[src/rtl/msix_vc_pkg.sv]
package msix_vc_pkg;
   localparam int VEC_W   = 11;
   localparam int MAX_VEC = 2048;

   typedef struct packed {
      logic [31:0] adr_lo;
      logic [31:0] adr_hi;
      logic [31:0] dat;
      logic        msk;
   } vec_entry_t;
endpackage

[src/rtl/msix_vc_table.sv]
module msix_vc_table
   import msix_vc_pkg::*;
#(
   parameter int NUM_VEC = 8,
   parameter int AW      = 7
) (
   input  logic               clk,
   input  logic               rst_n,
   input  logic               wr_en,
   input  logic [AW-1:0]      addr,
   input  logic [31:0]        wdata,
   output logic [31:0]        rdata,
   output logic [NUM_VEC-1:0] ent_mask,
   input  logic [NUM_VEC-1:0] pick_oh,
   output logic [63:0]        pick_addr,
   output logic [31:0]        pick_data
);
   localparam int IDXW = AW - 4;

   logic [IDXW-1:0] idx;
   logic [1:0]      wsel;
   vec_entry_t      ent_arr [NUM_VEC];

   assign idx  = addr[AW-1:4];
   assign wsel = addr[3:2];

   for (genvar v = 0; v < NUM_VEC; v++) begin : g_ent
      vec_entry_t ent;
      logic       hit;
      assign hit = wr_en && (idx == IDXW'(v));
      always_ff @(posedge clk or negedge rst_n) begin
         if (!rst_n) begin
            ent <= '{adr_lo: '0, adr_hi: '0, dat: '0, msk: 1'b1};
         end else if (hit) begin
            case (wsel)
               2'd0:    ent.adr_lo <= wdata;
               2'd1:    ent.adr_hi <= wdata;
               2'd2:    ent.dat    <= wdata;
               default: ent.msk    <= wdata[0];
            endcase
         end
      end
      assign ent_arr[v]  = ent;
      assign ent_mask[v] = ent.msk;
   end

   always_comb begin
      rdata = '0;
      for (int v = 0; v < NUM_VEC; v++) begin
         if (idx == IDXW'(v)) begin
            case (wsel)
               2'd0:    rdata = ent_arr[v].adr_lo;
               2'd1:    rdata = ent_arr[v].adr_hi;
               2'd2:    rdata = ent_arr[v].dat;
               default: rdata = {31'd0, ent_arr[v].msk};
            endcase
         end
      end
   end

   always_comb begin
      pick_addr = '0;
      pick_data = '0;
      for (int v = 0; v < NUM_VEC; v++) begin
         if (pick_oh[v]) begin
            pick_addr = pick_addr | {ent_arr[v].adr_hi, ent_arr[v].adr_lo};
            pick_data = pick_data | ent_arr[v].dat;
         end
      end
   end
endmodule

[src/rtl/msix_vc_pend.sv]
module msix_vc_pend #(
   parameter int NUM_VEC = 8,
   parameter int AW      = 7
) (
   input  logic               clk,
   input  logic               rst_n,
   input  logic [NUM_VEC-1:0] set_oh,
   input  logic [NUM_VEC-1:0] clr_oh,
   input  logic [AW-1:0]      addr,
   output logic [31:0]        rdata,
   output logic [NUM_VEC-1:0] pend
);
   localparam int PBA_WORDS = ((NUM_VEC + 63) / 64) * 2;
   localparam int PAD_W     = PBA_WORDS * 32;

   logic [PAD_W-1:0] padded;
   logic [AW-3:0]    widx;

   always_ff @(posedge clk or negedge rst_n) begin
      if (!rst_n) pend <= '0;
      else        pend <= (pend & ~clr_oh) | set_oh;
   end

   assign padded = PAD_W'(pend);
   assign widx   = addr[AW-1:2];

   always_comb begin
      rdata = '0;
      for (int w = 0; w < PBA_WORDS; w++) begin
         if (widx == (AW-2)'(w)) rdata = padded[w*32 +: 32];
      end
   end

   // only requests and accepts move the array; register writes never do
   a_r9_pba_writes_ignored: assert property (@(posedge clk) disable iff (!rst_n)
      (set_oh == '0 && clr_oh == '0) |=> $stable(pend));
endmodule

[src/rtl/msix_vc_pick.sv]
module msix_vc_pick
   import msix_vc_pkg::*;
#(
   parameter int NUM_VEC = 8
) (
   input  logic               clk,
   input  logic               rst_n,
   input  logic [NUM_VEC-1:0] req,
   output logic               any,
   output logic [NUM_VEC-1:0] grant,
   output logic [VEC_W-1:0]   idx
);
   logic [NUM_VEC:0] seen;
   assign seen[0] = 1'b0;

   for (genvar v = 0; v < NUM_VEC; v++) begin : g_chain
      assign grant[v]  = req[v] & ~seen[v];
      assign seen[v+1] = seen[v] | req[v];
   end

   assign any = seen[NUM_VEC];

   always_comb begin
      idx = '0;
      for (int v = 0; v < NUM_VEC; v++) begin
         if (grant[v]) idx = VEC_W'(v);
      end
   end

   // exactly one vector offered whenever any is ready
   a_r7_single_grant: assert property (@(posedge clk) disable iff (!rst_n)
      any |-> $onehot(grant));
endmodule

[src/rtl/msix_vec_ctrl.sv]
module msix_vec_ctrl
   import msix_vc_pkg::*;
#(
   parameter int NUM_VEC = 8,
   parameter int IDXW    = (NUM_VEC > 1) ? $clog2(NUM_VEC) : 1,
   parameter int AW      = IDXW + 4
) (
   input  logic               clk,
   input  logic               rst_n,
   input  logic               fn_enable,
   input  logic               fn_maskall,
   input  logic [NUM_VEC-1:0] vec_used,
   input  logic               reg_sel_tbl,
   input  logic               reg_sel_pba,
   input  logic               reg_wr,
   input  logic [AW-1:0]      reg_addr,
   input  logic [31:0]        reg_wdata,
   output logic [31:0]        reg_rdata,
   input  logic               irq_req,
   input  logic [VEC_W-1:0]   irq_vec,
   output logic               msg_valid,
   input  logic               msg_ready,
   output logic [63:0]        msg_addr,
   output logic [31:0]        msg_data,
   output logic [VEC_W-1:0]   msg_vec,
   output logic [VEC_W-1:0]   tbl_size
);
   if (NUM_VEC < 1 || NUM_VEC > MAX_VEC) begin : g_bad_count
      $error("NUM_VEC must lie in 1..2048");
   end
   if (AW < IDXW + 4) begin : g_bad_aw
      $error("AW too narrow for the vector table");
   end

   logic               fn_masked;
   logic [NUM_VEC-1:0] ent_mask, eff_mask, pend, ready_v, grant, set_oh, clr_oh;
   logic [31:0]        tbl_rdata, pba_rdata;

   assign fn_masked = !fn_enable || fn_maskall;
   assign eff_mask  = ent_mask | {NUM_VEC{fn_masked}};
   assign ready_v   = pend & ~eff_mask;

   for (genvar v = 0; v < NUM_VEC; v++) begin : g_req
      assign set_oh[v] = irq_req && vec_used[v] && (irq_vec == VEC_W'(v));
   end
   assign clr_oh = grant & {NUM_VEC{msg_ready}};

   msix_vc_table #(.NUM_VEC(NUM_VEC), .AW(AW)) u_table (
      .clk       (clk),
      .rst_n     (rst_n),
      .wr_en     (reg_wr && reg_sel_tbl),
      .addr      (reg_addr),
      .wdata     (reg_wdata),
      .rdata     (tbl_rdata),
      .ent_mask  (ent_mask),
      .pick_oh   (grant),
      .pick_addr (msg_addr),
      .pick_data (msg_data)
   );

   msix_vc_pend #(.NUM_VEC(NUM_VEC), .AW(AW)) u_pend (
      .clk    (clk),
      .rst_n  (rst_n),
      .set_oh (set_oh),
      .clr_oh (clr_oh),
      .addr   (reg_addr),
      .rdata  (pba_rdata),
      .pend   (pend)
   );

   msix_vc_pick #(.NUM_VEC(NUM_VEC)) u_pick (
      .clk   (clk),
      .rst_n (rst_n),
      .req   (ready_v),
      .any   (msg_valid),
      .grant (grant),
      .idx   (msg_vec)
   );

   assign reg_rdata = reg_sel_tbl ? tbl_rdata : (reg_sel_pba ? pba_rdata : 32'd0);
   assign tbl_size  = VEC_W'(NUM_VEC - 1);

   // a masked function never offers a message
   a_r3_fn_mask_blocks: assert property (@(posedge clk) disable iff (!rst_n)
      fn_masked |-> !msg_valid);

   // an accepted vector leaves the pending array unless re-requested
   a_r4_accept_clears: assert property (@(posedge clk) disable iff (!rst_n)
      (msg_valid && msg_ready && !irq_req) |=> ((pend & $past(grant)) == '0));

   // a valid request always leaves its pending bit set or its message offered
   a_r5_request_recorded: assert property (@(posedge clk) disable iff (!rst_n)
      (set_oh != '0) |=> ((pend & $past(set_oh)) != '0));

   // out-of-range requests do not touch the pending array
   a_r8_drop_out_of_range: assert property (@(posedge clk) disable iff (!rst_n)
      (irq_req && irq_vec >= VEC_W'(NUM_VEC) && !(msg_valid && msg_ready))
      |=> (pend == $past(pend)));
endmodule

[config.mk]
export PLATFORM = sky130hd
export DESIGN_NAME = msix_vec_ctrl
export DESIGN_NICKNAME = d
export VERILOG_FILES = /design/src/rtl/msix_vc_pkg.sv /design/src/rtl/msix_vc_table.sv /design/src/rtl/msix_vc_pend.sv /design/src/rtl/msix_vc_pick.sv /design/src/rtl/msix_vec_ctrl.sv
export SDC_FILE = /design/constraint.sdc
export NUM_CORES = 2
export LEC_CHECK = 0
export BUFFER_PORTS_ARGS = -buffer_cell sky130_fd_sc_hd__buf_2
export CORE_MARGIN = 4
export CORE_UTILIZATION = 56
export DETAILED_ROUTE_END_ITERATION = 8
export PLACE_DENSITY = 0.77
export SLEW_MARGIN = 15
export SYNTH_ARGS = -nofsm -noshare
export SYNTH_HDL_FRONTEND = slang
export SYNTH_SLANG_ARGS = --single-unit
[constraint.sdc]
create_clock -name clk -period 2.94 [get_ports clk]
set_input_delay 0.735 -clock clk [delete_from_list [all_inputs] [get_ports clk]]
set_output_delay 0.735 -clock clk [all_outputs]
set_load 0.05 [all_outputs]
==> metrics <==
Slew Limit Fails=0; sw frac=0.2980; fin crit period=3.774 ns; f_max=0.2650 GHz; final setup fails=132; sequential share of power=0.463; Syn Area/Cell=11.90 um^2; router iterations before antenna repair=9; Met2 Wirelength=75.23 mm; Crit path arrival time=3.04 ns; Clk pin slew, worst setup/hold paths=0.07 ns; final worst-path cycle share=1.284; CP Capture Type=output pin; share of the synthesized area in the top cell type=0.4695; Yosys cell types=65; CP max FO=8; CORE AREA=73080 um^2; antenna violations before repair=11; wire length per cell=36.59 um; Max Root-Sink Buffers=3; Clock power frac=0.368; Hold Vio Cnt, Final=3; status=complete, but fails checks; antenna-violating nets left=0; share of layout cells above drive strength 1=0.5636; max-cap violations=0; WP data required=2.20 ns; DP Wirelength=95.47 mm; post-synthesis sequential area ratio=0.4746; Root Buffer=clkbuf_16; relative slew slack=0.5184; clk sinks=784; TritonCTS clock tree=done; port buffer count=196; ys flop type=dfrtp_1; Met1 Routed Length=59.77 mm; area leader, netlist=dfrtp_1; Slew @ Worst Pin=0.7224 ns; largest cells by area after synthesis=dfrtp_1 47%, mux2_2 24%, a221oi_1 3.0%, mux2i_1 3.0%, a222oi_1 2.3%; Final WS setup=-0.8342 ns; Max Used Layer=met5; Final Hold Slack=-0.02244 ns; Final GP Congestion=0.9332; Die W=279.8 um; Nets=4014; post-synthesis cell count=3476; clock skew=0.01361 ns; share of flip-flops with an asynchronous set or reset=1.000; grt total ovfl=0; die area=78270 um^2; post-cts hold buffer count=0; DR iter-0 viols=6967; via count=38690; CP Launch Type=flip-flop; largest net degree at the start of global routing=114; most frequent cells in the layout=870 x mux2_2, 775 x dfrtp_1, 284 x buf_4; worst hold path class=in -> async; WS Path Type=reg -> out; flops & latches, synth=784; row count=99; VDD IR max=0.0005397 V; Synthesis Warnings=0; unrepaired setup endpoints after global routing=yes; combinational share of power=0.168; cell count after placement=4658; switching pwr=8.845 mW; routed wl met3=29.45 mm; Total GRT Usage=0.3836; vias in the first global route=35940; H-tree depth=3; Layout area overhead=36.99%; commonest non-fill, non-tap cell in the layout=mux2_2; total CTS buffers=84; failing checks=design-rule violations, negative hold slack, negative setup slack; Starting Density=0.5659; Die Height=279.8 um; final std cells w/o fill=4977; Leak=26.28 nW; cell area after synthesis=41360 um^2; PwrDens=523.9 nW/um^2; vias per cell=7.774; total routed wirelength=182.1 mm; first-pass GRT wire length=228.3 mm; Worst-Skew Late Latency=0.67 ns; Pint=20.84 mW; io pins=218; Post-route DRC=78; Post-synth EDFFs=0
==> stage by stage <==
stage,cell area (um^2),setup slack [ns],util,total power [mW],setup TNS [ns]
after floorplan,42770,-0.1744,-,15.97,-2.778
after global placement,48040,-0.4802,0.6573,17.39,-47.31
after detailed placement,48040,-0.4802,0.6573,17.61,-50.38
after CTS,52870,-0.5897,0.7234,28.36,-62.74
after global routing,56660,-0.8301,0.7752,30.34,-84.56
final,56660,-0.8342,0.7753,29.68,-83.58
==> flip-flops by register name (all words and copies together) (netlist names) <==
signal	count
u_table.ent_mask	8
u_table.ent_arr	768
u_pend.pend	8
==> what timing repair did <==
action / CTS / global route
resized for setup: 373 / 471
endpoints found under the hold margin: 0 / 0
buffers inserted: 18 / 104
pin swaps: 73 / 192
gates cloned: 12 / 38
endpoints found under the setup margin: 131 / 132
==> area by class of cell <==
class	instances	area [um^2]
clock inverters	32	311.5
fillers	3634	16420
clock buffers	119	2436
well taps	959	1200
multi-input cells	2311	23250
inverters	11	55.05
repair buffers	755	9756
flip-flops and latches	784	19630
diodes	6	15.01
==> per-layer routing <==
| layer | GRT usage | vias up |
|---|---|---|
| met4 | 0.2142 | 4 |
| met3 | 0.1228 | 1471 |
| met1 | 0.4984 | 18840 |
| met2 | 0.5722 | 4070 |
| met5 | 0 | - |
| li1 | - | 14310 |
==> synthesized netlist by cell type, types with 17 or more instances <==
cell type,number
buf_1,40
mux2i_1,125
mux2_2,884
o21ai_0,97
a22oi_1,35
nor3_1,22
nor2b_1,17
nand3_1,141
a222oi_1,96
a21oi_1,71
a221oi_1,144
clkbuf_1,184
dfrtp_1,776
o221ai_1,18
nand2_1,164
o211ai_1,31
nor2_1,77
buf_4,48
a221o_1,21
buf_2,114
a22o_1,97
a21o_1,22
==> worst max-delay path, stage by stage (launching register included) <==
cell and delay [ns]:
dfstp_2 0.60, nand2b_4 0.20, nand4_4 0.18, buf_6 0.19, buf_6 0.11, nor2_4 0.16, buf_12 0.14, buf_12 0.18
clkbuf_16 0.21, nand2_2 0.09, nand3_2 0.12, buf_8 0.16
==> logic make-up (layout without fill, tap and decap cells) <==
logic type / after synthesis / count (layout) / share of synthesized area
buffers and inverters: 398 / 917 / 0.04411
AOI/OAI and AO/OA: 737 / 737 / 0.1403
DFF: 784 / 784 / 0.4746
muxes: 1023 / 1023 / 0.2767
and+or+nand+nor: 532 / 532 / 0.06411
other: 2 / 25 / 0.0001816
==> path summary, 6_finish.rpt <==
kind | from | endpoint | slack, ns | cells past startpoint
worst max-delay path | u_table.ent_mask[0] | msg_addr[57] | -0.83 | 11
worst min-delay path | rst_n | u_table.ent_arr[6] | -0.02 | 1
worst max register to register | u_table.ent_mask[0] | u_pend.pend[3] | 0.70 | 8
worst min register to register | u_table.ent_arr[590] | u_table.ent_arr[590] | 0.52 | 1
max in group asynchronous | rst_n | u_table.ent_arr[322] | 1.90 | 2
min in group clk | vec_used[4] | u_pend.pend[4] | 0.32 | 2
==> power groups by stage <==
| stage | Clock [mW] | Sequential [mW] | Combinational, mW |
|---|---|---|---|
| global route | 11.3 | 13.8 | 5.18 |
| finish | 10.9 | 13.8 | 5.00 |
| global placement | 0 | 13.5 | 3.93 |
| floorplan | 0 | 13.2 | 2.80 |
| CTS | 10.8 | 13.4 | 4.16 |
| detailed placement | 0 | 13.5 | 4.07 |
(Power assumes the default switching activity.)
